`src/rtl/rmii_rxd_pkg.sv`:
```
package rmii_rxd_pkg;
   typedef enum logic [1:0] {
      ST_IDLE = 2'd0,
      ST_WAIT = 2'd1,
      ST_DATA = 2'd2,
      ST_BAD  = 2'd3
   } rx_state_e;

   localparam logic [1:0] DIBIT_QUIET = 2'b00;
   localparam logic [1:0] DIBIT_ERR   = 2'b10;
endpackage

```
`src/rtl/rmii_rxd_pace.sv`:
```
module rmii_rxd_pace #(
   parameter int SLOW_DIV = 10
) (
   input  logic clk,
   input  logic rst_n,
   input  logic slow,
   input  logic restart,
   output logic tick
);
   localparam int CW = (SLOW_DIV > 1) ? $clog2(SLOW_DIV) : 1;
   localparam logic [CW-1:0] LAST = CW'(SLOW_DIV - 1);

   generate
      if (SLOW_DIV < 2) begin : g_bad_div
         $error("rmii_rxd_pace: SLOW_DIV must be at least 2");
      end
   endgenerate

   logic [CW-1:0] cnt_q;

   assign tick = !slow || (cnt_q == LAST);

   always_ff @(posedge clk) begin
      if (!rst_n)              cnt_q <= '0;
      else if (restart || tick) cnt_q <= '0;
      else                     cnt_q <= cnt_q + 1'b1;
   end
endmodule

```
`src/rtl/rmii_rxd_dibit_sel.sv`:
```
module rmii_rxd_dibit_sel #(
   parameter int BYTE_W = 8
) (
   input  logic [BYTE_W-1:0]                 byte_i,
   input  logic [$clog2(BYTE_W/2)-1:0]       idx_i,
   output logic [1:0]                        dibit_o
);
   localparam int DIBITS = BYTE_W / 2;

   generate
      if (BYTE_W < 4 || (BYTE_W % 2) != 0 || (DIBITS & (DIBITS - 1)) != 0) begin : g_bad_w
         $error("rmii_rxd_dibit_sel: BYTE_W must be even, at least 4, with a power-of-two dibit count");
      end
   endgenerate

   logic [1:0] pairs [DIBITS];

   for (genvar g = 0; g < DIBITS; g++) begin : g_pair
      assign pairs[g] = byte_i[2*g +: 2];
   end

   assign dibit_o = pairs[idx_i];
endmodule

```
`src/rtl/rmii_rxd_driver.sv`:
```
module rmii_rxd_driver
   import rmii_rxd_pkg::*;
#(
   parameter int BYTE_W   = 8,
   parameter int SLOW_DIV = 10
) (
   input  logic              clk,
   input  logic              rst_n,
   input  logic              speed_10,
   input  logic              carrier,
   input  logic              false_carrier,
   input  logic              symbol_err,
   input  logic [BYTE_W-1:0] fifo_data,
   input  logic              fifo_valid,
   output logic              fifo_ready,
   output logic              crs_dv,
   output logic [1:0]        rxd
);
   localparam int DIBITS = BYTE_W / 2;
   localparam int IW     = $clog2(DIBITS);
   localparam logic [IW-1:0] LAST_IDX = IW'(DIBITS - 1);
   localparam logic [IW-1:0] PRE_IDX  = IW'(DIBITS - 2);

   rx_state_e     st_q, st_d;
   logic [IW-1:0] idx_q, idx_d, idx_sel;
   logic          dv_q, dv_d;
   logic [1:0]    rxd_q, rxd_d;
   logic [1:0]    sel_dibit;
   logic          pace_tick;

   rmii_rxd_pace #(.SLOW_DIV(SLOW_DIV)) u_pace (
      .clk     (clk),
      .rst_n   (rst_n),
      .slow    (speed_10),
      .restart (st_q != ST_DATA),
      .tick    (pace_tick)
   );

   assign idx_sel = (st_q == ST_DATA && idx_q != LAST_IDX) ? idx_q + 1'b1 : '0;

   rmii_rxd_dibit_sel #(.BYTE_W(BYTE_W)) u_sel (
      .byte_i  (fifo_data),
      .idx_i   (idx_sel),
      .dibit_o (sel_dibit)
   );

   always_comb begin
      st_d       = st_q;
      idx_d      = idx_q;
      dv_d       = dv_q;
      rxd_d      = rxd_q;
      fifo_ready = 1'b0;
      unique case (st_q)
         ST_IDLE: begin
            if (carrier) begin
               dv_d = 1'b1;
               if (false_carrier) begin
                  st_d  = ST_BAD;
                  rxd_d = DIBIT_ERR;
               end else begin
                  st_d  = ST_WAIT;
                  rxd_d = DIBIT_QUIET;
               end
            end
         end
         ST_WAIT: begin
            if (symbol_err) begin
               st_d  = ST_BAD;
               dv_d  = carrier;
               rxd_d = carrier ? DIBIT_ERR : DIBIT_QUIET;
            end else if (fifo_valid) begin
               st_d  = ST_DATA;
               idx_d = '0;
               dv_d  = carrier;
               rxd_d = sel_dibit;
            end else if (!carrier) begin
               st_d  = ST_IDLE;
               dv_d  = 1'b0;
               rxd_d = DIBIT_QUIET;
            end
         end
         ST_DATA: begin
            if (symbol_err) begin
               st_d  = ST_BAD;
               dv_d  = carrier;
               rxd_d = carrier ? DIBIT_ERR : DIBIT_QUIET;
            end else if (pace_tick) begin
               if (idx_q != LAST_IDX) begin
                  idx_d      = idx_sel;
                  dv_d       = carrier | idx_sel[0];
                  rxd_d      = sel_dibit;
                  fifo_ready = (idx_q == PRE_IDX);
               end else if (fifo_valid) begin
                  idx_d = '0;
                  dv_d  = carrier;
                  rxd_d = sel_dibit;
               end else begin
                  st_d  = carrier ? ST_WAIT : ST_IDLE;
                  dv_d  = carrier;
                  rxd_d = DIBIT_QUIET;
               end
            end
         end
         ST_BAD: begin
            fifo_ready = 1'b1;
            dv_d       = carrier;
            rxd_d      = carrier ? DIBIT_ERR : DIBIT_QUIET;
            if (!carrier && !fifo_valid) st_d = ST_IDLE;
         end
         default: st_d = ST_IDLE;
      endcase
   end

   always_ff @(posedge clk) begin
      if (!rst_n) begin
         st_q  <= ST_IDLE;
         idx_q <= '0;
         dv_q  <= 1'b0;
         rxd_q <= DIBIT_QUIET;
      end else begin
         st_q  <= st_d;
         idx_q <= idx_d;
         dv_q  <= dv_d;
         rxd_q <= rxd_d;
      end
   end

   assign crs_dv = dv_q;
   assign rxd    = rxd_q;
endmodule

```
`config.mk`:
```
export PLATFORM = sky130hd
export DESIGN_NAME = rmii_rxd_driver
export DESIGN_NICKNAME = d
export VERILOG_FILES = /design/src/rtl/rmii_rxd_pkg.sv /design/src/rtl/rmii_rxd_pace.sv /design/src/rtl/rmii_rxd_dibit_sel.sv /design/src/rtl/rmii_rxd_driver.sv
export SDC_FILE = /design/constraint.sdc
export NUM_CORES = 1
export LEC_CHECK = 0
export ABC_AREA = 0
export BUFFER_PORTS_ARGS = -buffer_cell sky130_fd_sc_hd__buf_2
export CAP_MARGIN = 20
export CORE_ASPECT_RATIO = 1.2
export CORE_MARGIN = 5
export CORE_UTILIZATION = 50
export CTS_CLUSTER_SIZE = 28
export DETAILED_ROUTE_END_ITERATION = 10
export HOLD_SLACK_MARGIN = 0.15
export PLACE_DENSITY = 0.75
export SETUP_SLACK_MARGIN = 0.5
export SLEW_MARGIN = 20
export SYNTH_ARGS = -nofsm -noshare
export SYNTH_HDL_FRONTEND = slang
export SYNTH_SLANG_ARGS = --single-unit
export TNS_END_PERCENT = 100
```
`constraint.sdc`:
```
create_clock -name clk -period 2.5 [get_ports clk]
set_input_delay 0.5 -clock clk [delete_from_list [all_inputs] [get_ports clk]]
set_output_delay 0.5 -clock clk [all_outputs]
set_load 0.05 [all_outputs]
```
## Word level (Yosys, flattened, before mapping)

Cells that the tools add are included.

| word-level totals | value |
|---|---|
| flip-flop bits (word level) | 11 |
| bits of input ports | 15 |
| output and inout bits | 4 |
| logic and storage cells | 84 |

| cells by class | value |
|---|---|
| add/subtract/negate cells | 2 |
| $lt $le $gt $ge | 1 |
| eq/ne operators | 16 |
| muxes and demuxes | 44 |
| bitwise operators | 3 |
| reduce and logical (&&, ||, !) cells | 13 |

Operators by type and width:

| operator | number |
|---|---|
| two-way mux 2 bit | 27 |
| case mux 2 bit (4 select lines) | 2 |
| != test 2 bit (second input constant) | 6 |
| two-way mux 1 bit | 11 |
| equality test 2 bit (second input constant) | 3 |
| != test 3 bit (second input constant) | 2 |
| AND reduction 6 bit | 1 |
| adder 4 x 1 -> 4 bit (second input constant) | 1 |
| binary-select mux 2 bit (select 2 bit) | 1 |
| equality test 4 bit (second input constant) | 1 |
| != test 4 bit (second input constant) | 1 |
| case mux 1 bit (4 select lines) | 1 |
| case mux 2 bit (2 select lines) | 1 |
| AND reduction 4 bit | 1 |
| >= comparator 3 bit (second input constant) | 1 |
| logical NOT 1 bit | 3 |
| != test 3 x 2 -> 1 bit (second input constant) | 1 |
| NOT 2 -> 3 bit | 1 |
| AND reduction 3 bit | 1 |
| adder 2 x 1 -> 2 bit (second input constant) | 1 |
| equality test 2 x 1 -> 1 bit (second input constant) | 1 |
| logical AND 1 bit | 2 |
| logical NOT 2 bit | 1 |
| logical OR 1 bit | 2 |
| other kinds (6) | 6 |

## Longest topological paths before layout

| logic depth | value |
|---|---|
| depth in word-level cells | 12 |
| gate-level depth with buffers | 7 |
| gate-level depth less buffers | 7 |

## Modules after synthesis

A second synthesis with hierarchy kept.

| unflattened totals | value |
|---|---|
| cells, all modules | 92 |
| area total of the unflattened synthesis | 790.8 µm² |

Modules (own cells, without submodules):

| module | times used | cells an instance | area an instance (µm²) | sequential area each (µm²) |
|---|---|---|---|---|
| rmii_rxd_driver | 1 | 73 | 565.5 | 140.1 |
| rmii_rxd_pace | 1 | 17 | 172.7 | 80.1 |
| rmii_rxd_dibit_sel | 1 | 2 | 52.6 | 0.0 |

## Worst setup path after synthesis

OpenSTA, ideal clock, no wires.

| timing path | value |
|---|---|
| path type | input port to output port |
| from | input symbol_err |
| to | output fifo_ready |
| arrival | 1.520 ns |
| required time | 2.000 ns |
| slack | 0.480 ns |
| stages | 4 |
| buffers on the path | 1 |
| cell sequence | buf_2 inv_1 a31oi_1 nor2b_1 |

| between the ends | value |
|---|---|
| word-level cells in the longest chain between the ends | 2 |

Ends and longest elaborated chain:

| item | line | RTL |
|---|---|---|
| start, declared | rmii_rxd_driver.sv:12 | `input logic symbol_err,` |
| two-way mux 1 bit | rmii_rxd_driver.sv:83 | `if (symbol_err) begin` |
| case mux 1 bit (2 select lines) | rmii_rxd_driver.sv:53 | `unique case (st_q)` |
| end, declared | rmii_rxd_driver.sv:15 | `output logic fifo_ready,` |

No other way between the ends.

## Final worst setup path

| timing path | value |
|---|---|
| from | register u_pace.cnt_q[1] |
| to | output fifo_ready |

| between the ends | value |
|---|---|
| word-level cells in the longest chain between the ends | 5 |

Ends and longest elaborated chain:

| item | line | RTL |
|---|---|---|
| start, declared | rmii_rxd_pace.sv:19 | `logic [CW-1:0] cnt_q;` |
| start signal, assigned | rmii_rxd_pace.sv:26 | `else cnt_q <= cnt_q + 1'b1;` |
| equality test 4 bit | rmii_rxd_pace.sv:21 | `assign tick = !slow \|\| (cnt_q == LAST);` |
| logical OR 1 bit | rmii_rxd_pace.sv:21 |  |
| two-way mux 1 bit | rmii_rxd_driver.sv:87 | `end else if (pace_tick) begin` |
| two-way mux 1 bit | rmii_rxd_driver.sv:83 |  |
| case mux 1 bit (2 select lines) | rmii_rxd_driver.sv:53 |  |

No other way between the ends.

==> flow_summary.yaml <==
outcome:
  status: "complete, no violations"
routing:
  drt_iter0_markers: 18
  drc: 0
  drtPass1Iterations: 4
  vias: 809
  detail-route-antenna-nets: 0
  routedWlPerCell_um: 13.6
  wirelength_um: 1900
  vias_per_cell: 5.78
yosys:
  ys_top_cells_by_area: "dfxtp_1 (26%), ha_1 (6.0%), o21ai_0 (4.8%), nor2_1 (4.5%), mux2i_1 (3.6%)"
  synth_top_area_share_pct: 26.4
  synth_commonest_cells: "dfxtp_1 (11), nor2_1 (10), o21ai_0 (8)"
  synth_seq_cells: 11
  synth_cell_types: 41
  yosysSeqAreaShare_pct: 26.4
  synth_edf_count: 0
  syn_nets: 122
  synthArstFlopShare_pct: 0
  syn_avg_cell_area_um2: 8.09
  yosys_warnings: 0
  netlist_instances: 103
  yosys.cell_count.top_type: "dfxtp_1"
  synth_top_area_cell: "dfxtp_1"
  mappedNetlistArea_um2: 833
  synth_ff_type: "dfxtp_1"
power:
  power.leakage_nw: 0.420
  peakVddDrop_v: 0.000368
  p_per_area_nw_per_um2: 642
  total_power_mw: 0.631
finish:
  postLayoutCellArea_um2: 982
  fill_cells: 147
  fin_cells: 140
  fin_util_pct: 61.3
  syn2layout_area_growth_pct: 17.9
  drive_above_1_share_pct: 32.0
  diodes: 0
  final_net_count: 142
clocking:
  worstSkewPairLatency_ps: 270
  cts_buffers: 3
  cts_sinks: 11
  cts_root_buf: "clkbuf_4"
  clk_pin_slew_ps: 80
  clk_path_buf_depth: 2
  holdBufCountCts: 0
  tritoncts: "yes"
  cts_max_level: 1
timing:
  rsz0062_at_grt: "yes"
  slew_headroom_pct: 57.6
  maxSlewViolCount: 0
  period_needed_ps: 1910
  setup_ws_ps: 594
  fin_tns_setup_ps: 0
  fmax_mhz: 525
  setup_viol: 0
  holdWs_ps: 442
  period_share_pct: 76.2
  skew_ps: 0.605
  hold_violations: 0
  worst_pin_slew_ps: 635
setup_path:
  cp.arrival_ps: 1410
  crit_fanout: 3
  cp.required_ps: 2000
  startpoint_type: "flop"
  critPathCaptureType: "primary output"
  crit_start: "u_pace.cnt_q[1]"
  rrSetupSlack_ps: 630
  timing.rr.start: "idx_q[0]"
  critPathKind: "reg -> out"
place:
  portBuffers: 18
  hpwl_um: 1500
  gp_congestion: 0.899
  dpl.cell_count: 135
  place_ws_ps: 520
  place_area_um2: 921
floorplan:
  io-pin-count: 19
  coreArea_um2: 1600
  die_w_um: 47.3
  rows: 16
  die_area_um2: 2590
  start_util_pct: 52.0
  fp.dieH_um: 54.7
global_routing:
  grt_antenna_before_repair: 0
  grt_overflow: 0
  grt_max_degree: 17
  grt_pass1_wl_um: 3060
  grt_pass1_vias: 731
  track_usage_pct: 16.2
job:
  maxCapViolations: 0
min_path:
  worstHoldStart: "u_pace.cnt_q[0]"
  worstHoldPathType: "reg -> reg"
==> flip-flops by register name, indices dropped and copies added, names as in the netlist <==
name	count
idx_q	2
crs_dv	1
rxd	2
st_q	2
u_pace.cnt_q	4
==> cells in the final DEF (no fill, tap or decap), types with 2 or more instances in the layout <==
cell type / n
buf_2: 17
ha_1: 3
dfxtp_1: 9
o21ai_1: 2
o211ai_1: 2
nand2b_1: 4
nand2_1: 5
o21ai_0: 8
nor3_1: 2
clkbuf_4: 3
a21oi_1: 5
mux2i_1: 3
nand4_1: 2
buf_4: 2
dfxtp_2: 2
o22ai_1: 4
nand3b_1: 2
nor2_1: 10
nand3_1: 4
inv_1: 7
==> per-layer routing <==
layer / up-vias / wire length [µm] / track usage (%)
li1: 417 / - / -
met1: 368 / 791 / 21.1
met2: 20 / 972 / 25.4
met3: 4 / 100 / 4.28
met4: 0 / 35 / 5.07
met5: - / 0 / 0
==> worst paths after layout <==
check | to | cells past startpoint
max reg2reg | rxd[0] | 7
min reg2reg | u_pace.cnt_q[0] | 1
max | fifo_ready | 7
min | u_pace.cnt_q[0] | 1
==> logic make-up (layout without fill, tap and decap cells) <==
group | count (synthesis) | after routing | synth area share (%)
AND/OR/NAND/NOR | 37 | 37 | 26.4
AO/OA/AOI/OAI | 32 | 32 | 26.3
buffers and inverters | 13 | 32 | 7.81
flip-flops | 11 | 11 | 26.4
adder cells (fa/ha/maj) | 4 | 4 | 6.01
multiplexers | 4 | 4 | 4.96
XOR/XNOR | 2 | 2 | 2.10
==> power by group <==
group	switching [mW]	total (mW)	internal [mW]
logic	0.156	0.269	0.113
clock network	0.0667	0.126	0.0593
registers	0.0394	0.236	0.197
total	0.262	0.631	0.369
==> layout make-up <==
type,instances,area (µm²),share of cell area (%)
clock inverter,1,5.00,0.510
sequential,11,223,22.7
inverter,8,30.0,3.06
clock buffer,3,22.5,2.29
timing repair buffer,20,111,11.3
tap,18,22.5,2.29
multi-input combinational,79,568,57.8
==> critical path, cell delays in order, from the launching register on <==
cell and delay (ps):
dfxtp_1 330, inv_1 60, ha_1 140, nand3b_1 110, nand2_2 90, a31oi_2 80
nor2b_2 150, buf_6 170
==> timing repair <==
item | in CTS | in global routing
resized for setup | 5 | 3
pin swaps | 1 | 1
endpoints found under the setup margin | 1 | 3
buffers inserted | 0 | 1
(Power assumes the default switching activity.)
